$ cat src/rtl/irqagg_pkg.sv
package irqagg_pkg;

    // Byte offsets of the register port.
    localparam int unsigned OFF_TARGET = 32'h00;
    localparam int unsigned OFF_REQ    = 32'h04;
    localparam int unsigned OFF_MASK   = 32'h08;
    localparam int unsigned OFF_PCLR   = 32'h0C;
    localparam int unsigned OFF_LIVE   = 32'h10;

    typedef enum logic [2:0] {
        SEL_TARGET,
        SEL_REQ,
        SEL_MASK,
        SEL_PCLR,
        SEL_LIVE,
        SEL_NONE
    } reg_sel_e;

endpackage

$ cat src/rtl/irqagg_edge.sv
module irqagg_edge #(
    parameter int unsigned N = 11
) (
    input  logic         clk,
    input  logic         rst_n,
    input  logic [N-1:0] lines_i,
    output logic [N-1:0] level_o,
    output logic [N-1:0] rise_o
);
    typedef struct packed {
        logic [N-1:0] level;
    } edge_st_t;

    edge_st_t st_d, st_q;

    always_comb begin
        st_d       = st_q;
        st_d.level = lines_i;
    end

    always_ff @(posedge clk) begin
        if (!rst_n) st_q <= '0;
        else        st_q <= st_d;
    end

    assign level_o = st_q.level;
    assign rise_o  = lines_i & ~st_q.level;

    // A rise seen now must show up as a high level on the next edge.
    assert_rise_tracks_R7: assert property (@(posedge clk) disable iff (!rst_n)
        (rise_o != '0) |=> ((level_o & $past(rise_o)) == $past(rise_o)));
endmodule

$ cat src/rtl/irqagg_pending.sv
module irqagg_pending #(
    parameter int unsigned N         = 11,
    parameter logic [N-1:0] IMPL_MASK = 11'h5FF
) (
    input  logic         clk,
    input  logic         rst_n,
    input  logic [N-1:0] set_i,
    input  logic         clr_i,
    output logic [N-1:0] pend_o,
    output logic         fire_o
);
    typedef struct packed {
        logic [N-1:0] pend;
    } pend_st_t;

    pend_st_t st_d, st_q;
    logic     was_empty;

    always_comb begin
        st_d      = st_q;
        was_empty = (st_q.pend == '0) || clr_i;
        if (clr_i) st_d.pend = '0;
        st_d.pend = (st_d.pend | set_i) & IMPL_MASK;
        fire_o    = was_empty && (st_d.pend != '0);
    end

    always_ff @(posedge clk) begin
        if (!rst_n) st_q <= '0;
        else        st_q <= st_d;
    end

    assign pend_o = st_q.pend;

    assert_only_impl_bits_R4: assert property (@(posedge clk) disable iff (!rst_n)
        (pend_o & ~IMPL_MASK) == '0);

    assert_read_empties_R5: assert property (@(posedge clk) disable iff (!rst_n)
        (clr_i && set_i == '0) |=> (pend_o == '0));

    assert_edge_survives_clear_R10: assert property (@(posedge clk) disable iff (!rst_n)
        (clr_i && (set_i & IMPL_MASK) != '0) |=> (pend_o != '0));

    assert_accumulate_R9: assert property (@(posedge clk) disable iff (!rst_n)
        (!clr_i) |=> ((pend_o & $past(pend_o)) == $past(pend_o)));
endmodule

$ cat src/rtl/irqagg_notify.sv
module irqagg_notify #(
    parameter int unsigned AW     = 32,
    parameter int unsigned DATA_W = 5
) (
    input  logic          clk,
    input  logic          rst_n,
    input  logic          fire_i,
    input  logic [AW-1:0] target_i,
    input  logic          ready_i,
    output logic          valid_o,
    output logic [AW-1:0] addr_o,
    output logic [AW-1:0] data_o
);
    localparam logic [AW-1:0] DATA_FIELD = AW'((64'd1 << DATA_W) - 64'd1);

    typedef struct packed {
        logic          valid;
        logic [AW-1:0] addr;
        logic [AW-1:0] data;
    } note_st_t;

    note_st_t st_d, st_q;
    logic     busy;

    always_comb begin
        st_d = st_q;
        busy = st_q.valid && !ready_i;
        if (st_q.valid && ready_i) st_d.valid = 1'b0;
        // A request that is still waiting already covers a new fire.
        if (fire_i && !busy) begin
            st_d.valid = 1'b1;
            st_d.addr  = target_i & ~DATA_FIELD;
            st_d.data  = target_i & DATA_FIELD;
        end
    end

    always_ff @(posedge clk) begin
        if (!rst_n) st_q <= '0;
        else        st_q <= st_d;
    end

    assign valid_o = st_q.valid;
    assign addr_o  = st_q.addr;
    assign data_o  = st_q.data;

    assert_hold_until_ready_R8: assert property (@(posedge clk) disable iff (!rst_n)
        (valid_o && !ready_i) |=> (valid_o && $stable(addr_o) && $stable(data_o)));

    assert_fire_raises_R8: assert property (@(posedge clk) disable iff (!rst_n)
        fire_i |=> valid_o);
endmodule

$ cat src/rtl/irq_aggregator.sv
module irq_aggregator
    import irqagg_pkg::*;
#(
    parameter int unsigned  N_LINES     = 11,
    parameter logic [10:0]  IMPL_MASK   = 11'h5FF,
    parameter int unsigned  ADDR_W      = 5,
    parameter int unsigned  DW          = 32,
    parameter int unsigned  NOTE_DATA_W = 5
) (
    input  logic               clk,
    input  logic               rst_n,
    input  logic [N_LINES-1:0] irq_lines,
    input  logic               reg_en,
    input  logic               reg_we,
    input  logic [ADDR_W-1:0]  reg_addr,
    input  logic [DW-1:0]      reg_wdata,
    output logic [DW-1:0]      reg_rdata,
    output logic               reg_rvalid,
    output logic               note_valid,
    input  logic               note_ready,
    output logic [DW-1:0]      note_addr,
    output logic [DW-1:0]      note_data
);
    localparam logic [N_LINES-1:0] IMPL = N_LINES'(IMPL_MASK);

    typedef struct packed {
        logic [DW-1:0]      target;
        logic [N_LINES-1:0] mask;
        logic [DW-1:0]      rdata;
        logic               rvalid;
    } top_st_t;

    top_st_t            st_d, st_q;
    reg_sel_e           sel;
    logic [N_LINES-1:0] level, rise, set_bits, pend;
    logic               clr, fire;

    always_comb begin
        unique case (reg_addr)
            ADDR_W'(OFF_TARGET): sel = SEL_TARGET;
            ADDR_W'(OFF_REQ):    sel = SEL_REQ;
            ADDR_W'(OFF_MASK):   sel = SEL_MASK;
            ADDR_W'(OFF_PCLR):   sel = SEL_PCLR;
            ADDR_W'(OFF_LIVE):   sel = SEL_LIVE;
            default:             sel = SEL_NONE;
        endcase
    end

    irqagg_edge #(.N(N_LINES)) u_edge (
        .clk     (clk),
        .rst_n   (rst_n),
        .lines_i (irq_lines),
        .level_o (level),
        .rise_o  (rise)
    );

    assign set_bits = rise & st_q.mask;
    assign clr      = reg_en && !reg_we && (sel == SEL_REQ || sel == SEL_PCLR);

    irqagg_pending #(.N(N_LINES), .IMPL_MASK(IMPL)) u_pend (
        .clk    (clk),
        .rst_n  (rst_n),
        .set_i  (set_bits),
        .clr_i  (clr),
        .pend_o (pend),
        .fire_o (fire)
    );

    irqagg_notify #(.AW(DW), .DATA_W(NOTE_DATA_W)) u_note (
        .clk      (clk),
        .rst_n    (rst_n),
        .fire_i   (fire),
        .target_i (st_q.target),
        .ready_i  (note_ready),
        .valid_o  (note_valid),
        .addr_o   (note_addr),
        .data_o   (note_data)
    );

    always_comb begin
        st_d        = st_q;
        st_d.rvalid = 1'b0;
        if (reg_en && reg_we) begin
            case (sel)
                SEL_TARGET: st_d.target = reg_wdata;
                SEL_MASK:   st_d.mask   = reg_wdata[N_LINES-1:0] & IMPL;
                default:    ;
            endcase
        end else if (reg_en) begin
            st_d.rvalid = 1'b1;
            case (sel)
                SEL_TARGET: st_d.rdata = st_q.target;
                SEL_REQ:    st_d.rdata = DW'(pend);
                SEL_MASK:   st_d.rdata = DW'(st_q.mask);
                SEL_LIVE:   st_d.rdata = DW'(level);
                default:    st_d.rdata = '0;
            endcase
        end
    end

    always_ff @(posedge clk) begin
        if (!rst_n) st_q <= '0;
        else        st_q <= st_d;
    end

    assign reg_rdata  = st_q.rdata;
    assign reg_rvalid = st_q.rvalid;

    assert_masked_quiet_R3: assert property (@(posedge clk) disable iff (!rst_n)
        (!clr && pend == '0 && (rise & st_q.mask) == '0) |=> (pend == '0));

    assert_rise_notifies_R8: assert property (@(posedge clk) disable iff (!rst_n)
        (pend == '0 && (rise & st_q.mask) != '0) |=> note_valid);
endmodule

$ cat config.mk
export PLATFORM = sky130hd
export DESIGN_NAME = irq_aggregator
export DESIGN_NICKNAME = d
export VERILOG_FILES = /design/src/rtl/irqagg_pkg.sv /design/src/rtl/irqagg_edge.sv /design/src/rtl/irqagg_pending.sv /design/src/rtl/irqagg_notify.sv /design/src/rtl/irq_aggregator.sv
export SDC_FILE = /design/constraint.sdc
export NUM_CORES = 1
export LEC_CHECK = 0
export BUFFER_PORTS_ARGS = -buffer_cell sky130_fd_sc_hd__buf_2
export CAP_MARGIN = 0
export CORE_ASPECT_RATIO = 1.75
export CORE_UTILIZATION = 40
export CTS_BUF_LIST = sky130_fd_sc_hd__clkbuf_8
export CTS_CLUSTER_DIAMETER = 40
export CTS_CLUSTER_SIZE = 14
export DETAILED_ROUTE_END_ITERATION = 10
export PLACE_DENSITY_LB_ADDON = 0.1
export SLEW_MARGIN = 20
export SYNTH_ARGS = -nofsm -noshare
export SYNTH_HDL_FRONTEND = slang
export SYNTH_SLANG_ARGS = --single-unit
export TNS_END_PERCENT = 1
$ cat constraint.sdc
create_clock -name clk -period 1.7 [get_ports clk]
set_clock_uncertainty 0.15 [all_clocks]
set_input_delay 0.255 -clock clk [delete_from_list [all_inputs] [get_ports clk]]
set_output_delay 0.255 -clock clk [all_outputs]
set_load 0.005 [all_outputs]
==> out/results.ini <==
[outcome]
status = complete, but fails checks
failed_checks = negative setup slack

[yosys]
yosysTopAreaCell = dfxtp_1
yosysTopAreaCellShare_pct = 46.4
synth_compound_area_share_pct = 14.1
yosysSeqAreaShare_pct = 46.4
synth-xor-area-share_pct = 0
synth_top_family_by_area = simple AND/OR/NAND/NOR gates
netlist_area_sq_mm = 0.00556
netlist_instances = 613
synth.area.mux_share_pct = 7.56
synthSimpleGateAreaFrac_pct = 19.6
synthAdderAreaFrac_pct = 0.180
ys_warn_count = 0
syn_avg_cell_area_sq_um = 9.07
synth_cell_types = 32
synth-seq-cells = 129
yosys-top-cells-area = dfxtp_1, nand2_1, buf_4

[place]
place_inst = 875
port_buffers = 118
hpwlAfterDp_mm = 9.98
pre_cts_ws_ns = -0.265
gp_congestion = 0.798

[sta]
clock.fmax_ghz = 0.536
setup_slack_ns = -0.165
drv_slew = 0
relSlewSlack_pct = 52.5
tns_ns = -4.36
fin_crit_sh_pct = 110
hold_violations = 0
period_needed_ns = 1.86
finalSetupViolCount = 32
tightest_slew_ns = 0.709
rsz0062_at_grt = yes
fin_hold_ws_ns = 0.0130

[global_route]
overflow = 0
grt_pass1_wl_mm = 22.7
antenna_found_initial = 0
grt_max_degree = 80
grt_pass1_vias = 4477
grt_usage_pct = 20.6

[setup_path]
cp_cell_sequence = nor4_2 > nand3_2 > a211oi_4 > buf_6 > buf_12 > mux2i_1
cp_data_arrival_time_ns = 2.07
rr_worst_depth = 6
cp-end-kind = flop
slowest_delay_ns = 0.33
crit_fanout = 8
crit_slowest_cell = dfxtp_2
startpoint_type = flop
path_buf_inv = 2
r2r_start = u_pend.pend_o[10]$_SDFF_PN0_
critPathTopFamily = simple AND/OR/NAND/NOR gates
r2r_slack_ns = -0.16
required_ns = 1.91
r2r-end = u_note.addr_o[16]$_SDFFE_PN0P_
crit_type = flop to flop

[route]
drt_iter0_markers = 186
wl_mm = 14.5
drc_errors = 0
routedWlPerCell_um = 15.2
drt_pass1_iterations = 4
final_antenna_net_count = 0
via_per_inst = 4.75
dr_total_vias = 4549

[clocking]
cts_buffer_depth = 2
clk_latency_ns = 0.42
h-tree-depth = 4
clk_pin_slew_worst_paths_ns = 0.08
numCtsBuffers = 17
tritoncts = built
clock_sinks = 129
root_buffer = clkbuf_8

[hold_path]
min_to = u_pend.pend_o[0]$_SDFF_PN0_
worstHoldStart = irq_lines[0]
whs_path_depth = 3
hold_class = input pin to flop

[power_and_ir_drop]
vdd.ir_drop.worst_v = 0.000511
p_leak_uw = 0.00292
p_clk_share_pct = 41.1
seqPwrFrac_pct = 52.2
swShare_pct = 24.3
switching_power_uw = 1420
combPwrFrac_pct = 6.8
internal_power_uw = 4430
power_density_mw_per_mm2 = 817

[floorplan]
die_w_um = 91.1
start_util_pct = 41.3
die-area_sq_mm = 0.0144
rows = 56
dieHeight_um = 158
num_io_pins = 151
core_area_sq_mm = 0.0135

[final_layout]
antenna_cells = 0
drive_gt1_share_pct = 26.7
nets = 824
multi_input_area_sq_mm = 0.00247
seq_area_sq_mm = 0.00259
area_growth_pct = 28.8
num-fill-cells = 1320
final_cell_mix = nand2_1, dfxtp_1, buf_2, dlygate4sd3_1, mux2i_1
final_cells = 958
final_common_cell = nand2_1
post-route-util_pct = 53.2

[flow_run]
max_cap_violations = 0

==> final cells by class <==
type                       instances  share of cell area, %
tap                              174                   3.04
sequential                       129                   36.1
clock buffer                      18                   3.46
clock inverter                    14                   1.66
multi-input combinational        412                   34.5
timing repair buffer             211                   21.2
==> cell families after synthesis <==
| family | after synthesis |
|---|---|
| and+or+nand+nor | 240 |
| DFF | 129 |
| AOI/OAI and AO/OA | 97 |
| adders and majority gates | 1 |
| other | 1 |
| buffers and inverters | 103 |
| muxes | 42 |
==> layer usage <==
layer	share of wire, %	vias to the layer above	GRT usage [%]
li1	-	2272	-
met1	39	2138	21.1
met2	54	116	38.7
met3	4.0	23	5.24
met4	2.7	0	9.45
met5	0	-	0
==> metrics by stage <==
stage	power, uW	cell area, sq um
floorplan	3330	5720
global placement	3430	6200
detailed placement	3430	6200
CTS	5920	7130
global route	6080	7160
finish	5850	7160
==> state kept, by name, indices dropped and copies added, names as in the netlist <==
signal / cells
reg_rdata: 32
u_note.valid_o: 1
u_note.addr_o: 27
reg_rvalid: 1
u_note.data_o: 5
st_q: 42
u_edge.level_o: 11
u_pend.pend_o: 10
==> worst max path at each step <==
stage                                 start  cells past startpoint                             end  slack (ns)
2_1_floorplan                   reg_addr[1]                      6  u_note.addr_o[10]$_SDFFE_PN0P_       -0.03
3_3_place_gp                    reg_addr[0]                      7           st_q[40]$_SDFFE_PN0P_       -0.23
3_5_place_dp                    reg_addr[0]                      7           st_q[72]$_SDFFE_PN0P_       -0.26
4_1_cts         u_pend.pend_o[0]$_SDFF_PN0_                      6  u_note.addr_o[16]$_SDFFE_PN0P_       -0.14
5_1_grt         u_pend.pend_o[0]$_SDFF_PN0_                      6  u_note.addr_o[23]$_SDFFE_PN0P_       -0.25
6_report       u_pend.pend_o[10]$_SDFF_PN0_                      6  u_note.addr_o[16]$_SDFFE_PN0P_       -0.16
==> power groups by stage <==
stage / registers [uW] / logic, uW / clock network, uW
after CTS: 3050 / 396 / 2470
after detailed placement: 3120 / 308 / 0
final: 3050 / 396 / 2400
after global routing: 3050 / 433 / 2590
after floorplan: 3120 / 213 / 0
after global placement: 3120 / 305 / 0
==> cells in the mapped netlist, drive strengths merged <==
| library cell | count |
|---|---|
| a21boi | 63 |
| a211oi | 1 |
| nand3b | 10 |
| buf | 77 |
| a221oi | 1 |
| or3 | 2 |
| nand2b | 1 |
| mux2i | 42 |
| a21oi | 1 |
| nor2 | 4 |
| a221o | 10 |
| nor2b | 12 |
| conb | 1 |
| and2 | 13 |
| nor3 | 2 |
| a22o | 20 |
| clkbuf | 26 |
| o21a | 1 |
| maj3 | 1 |
| nand4 | 1 |
| nor4 | 3 |
| and3 | 2 |
| dfxtp | 129 |
| nand3 | 23 |
| nand2 | 164 |
| nor3b | 3 |
==> tightest hold or removal path: stages <==
cell and delay (ns):
buf_2 0.11, nand3b_1 0.10, a21boi_0 0.08
==> what timing repair did <==
item	CTS	global route
hold buffers	46	0
pin swaps	5	2
setup buffers	2	0
hold endpoints to repair	56	0
resized for setup	9	2
gates cloned	2	1
setup endpoints to repair	32	32
Note: power is estimated with default switching activity, not from simulation.
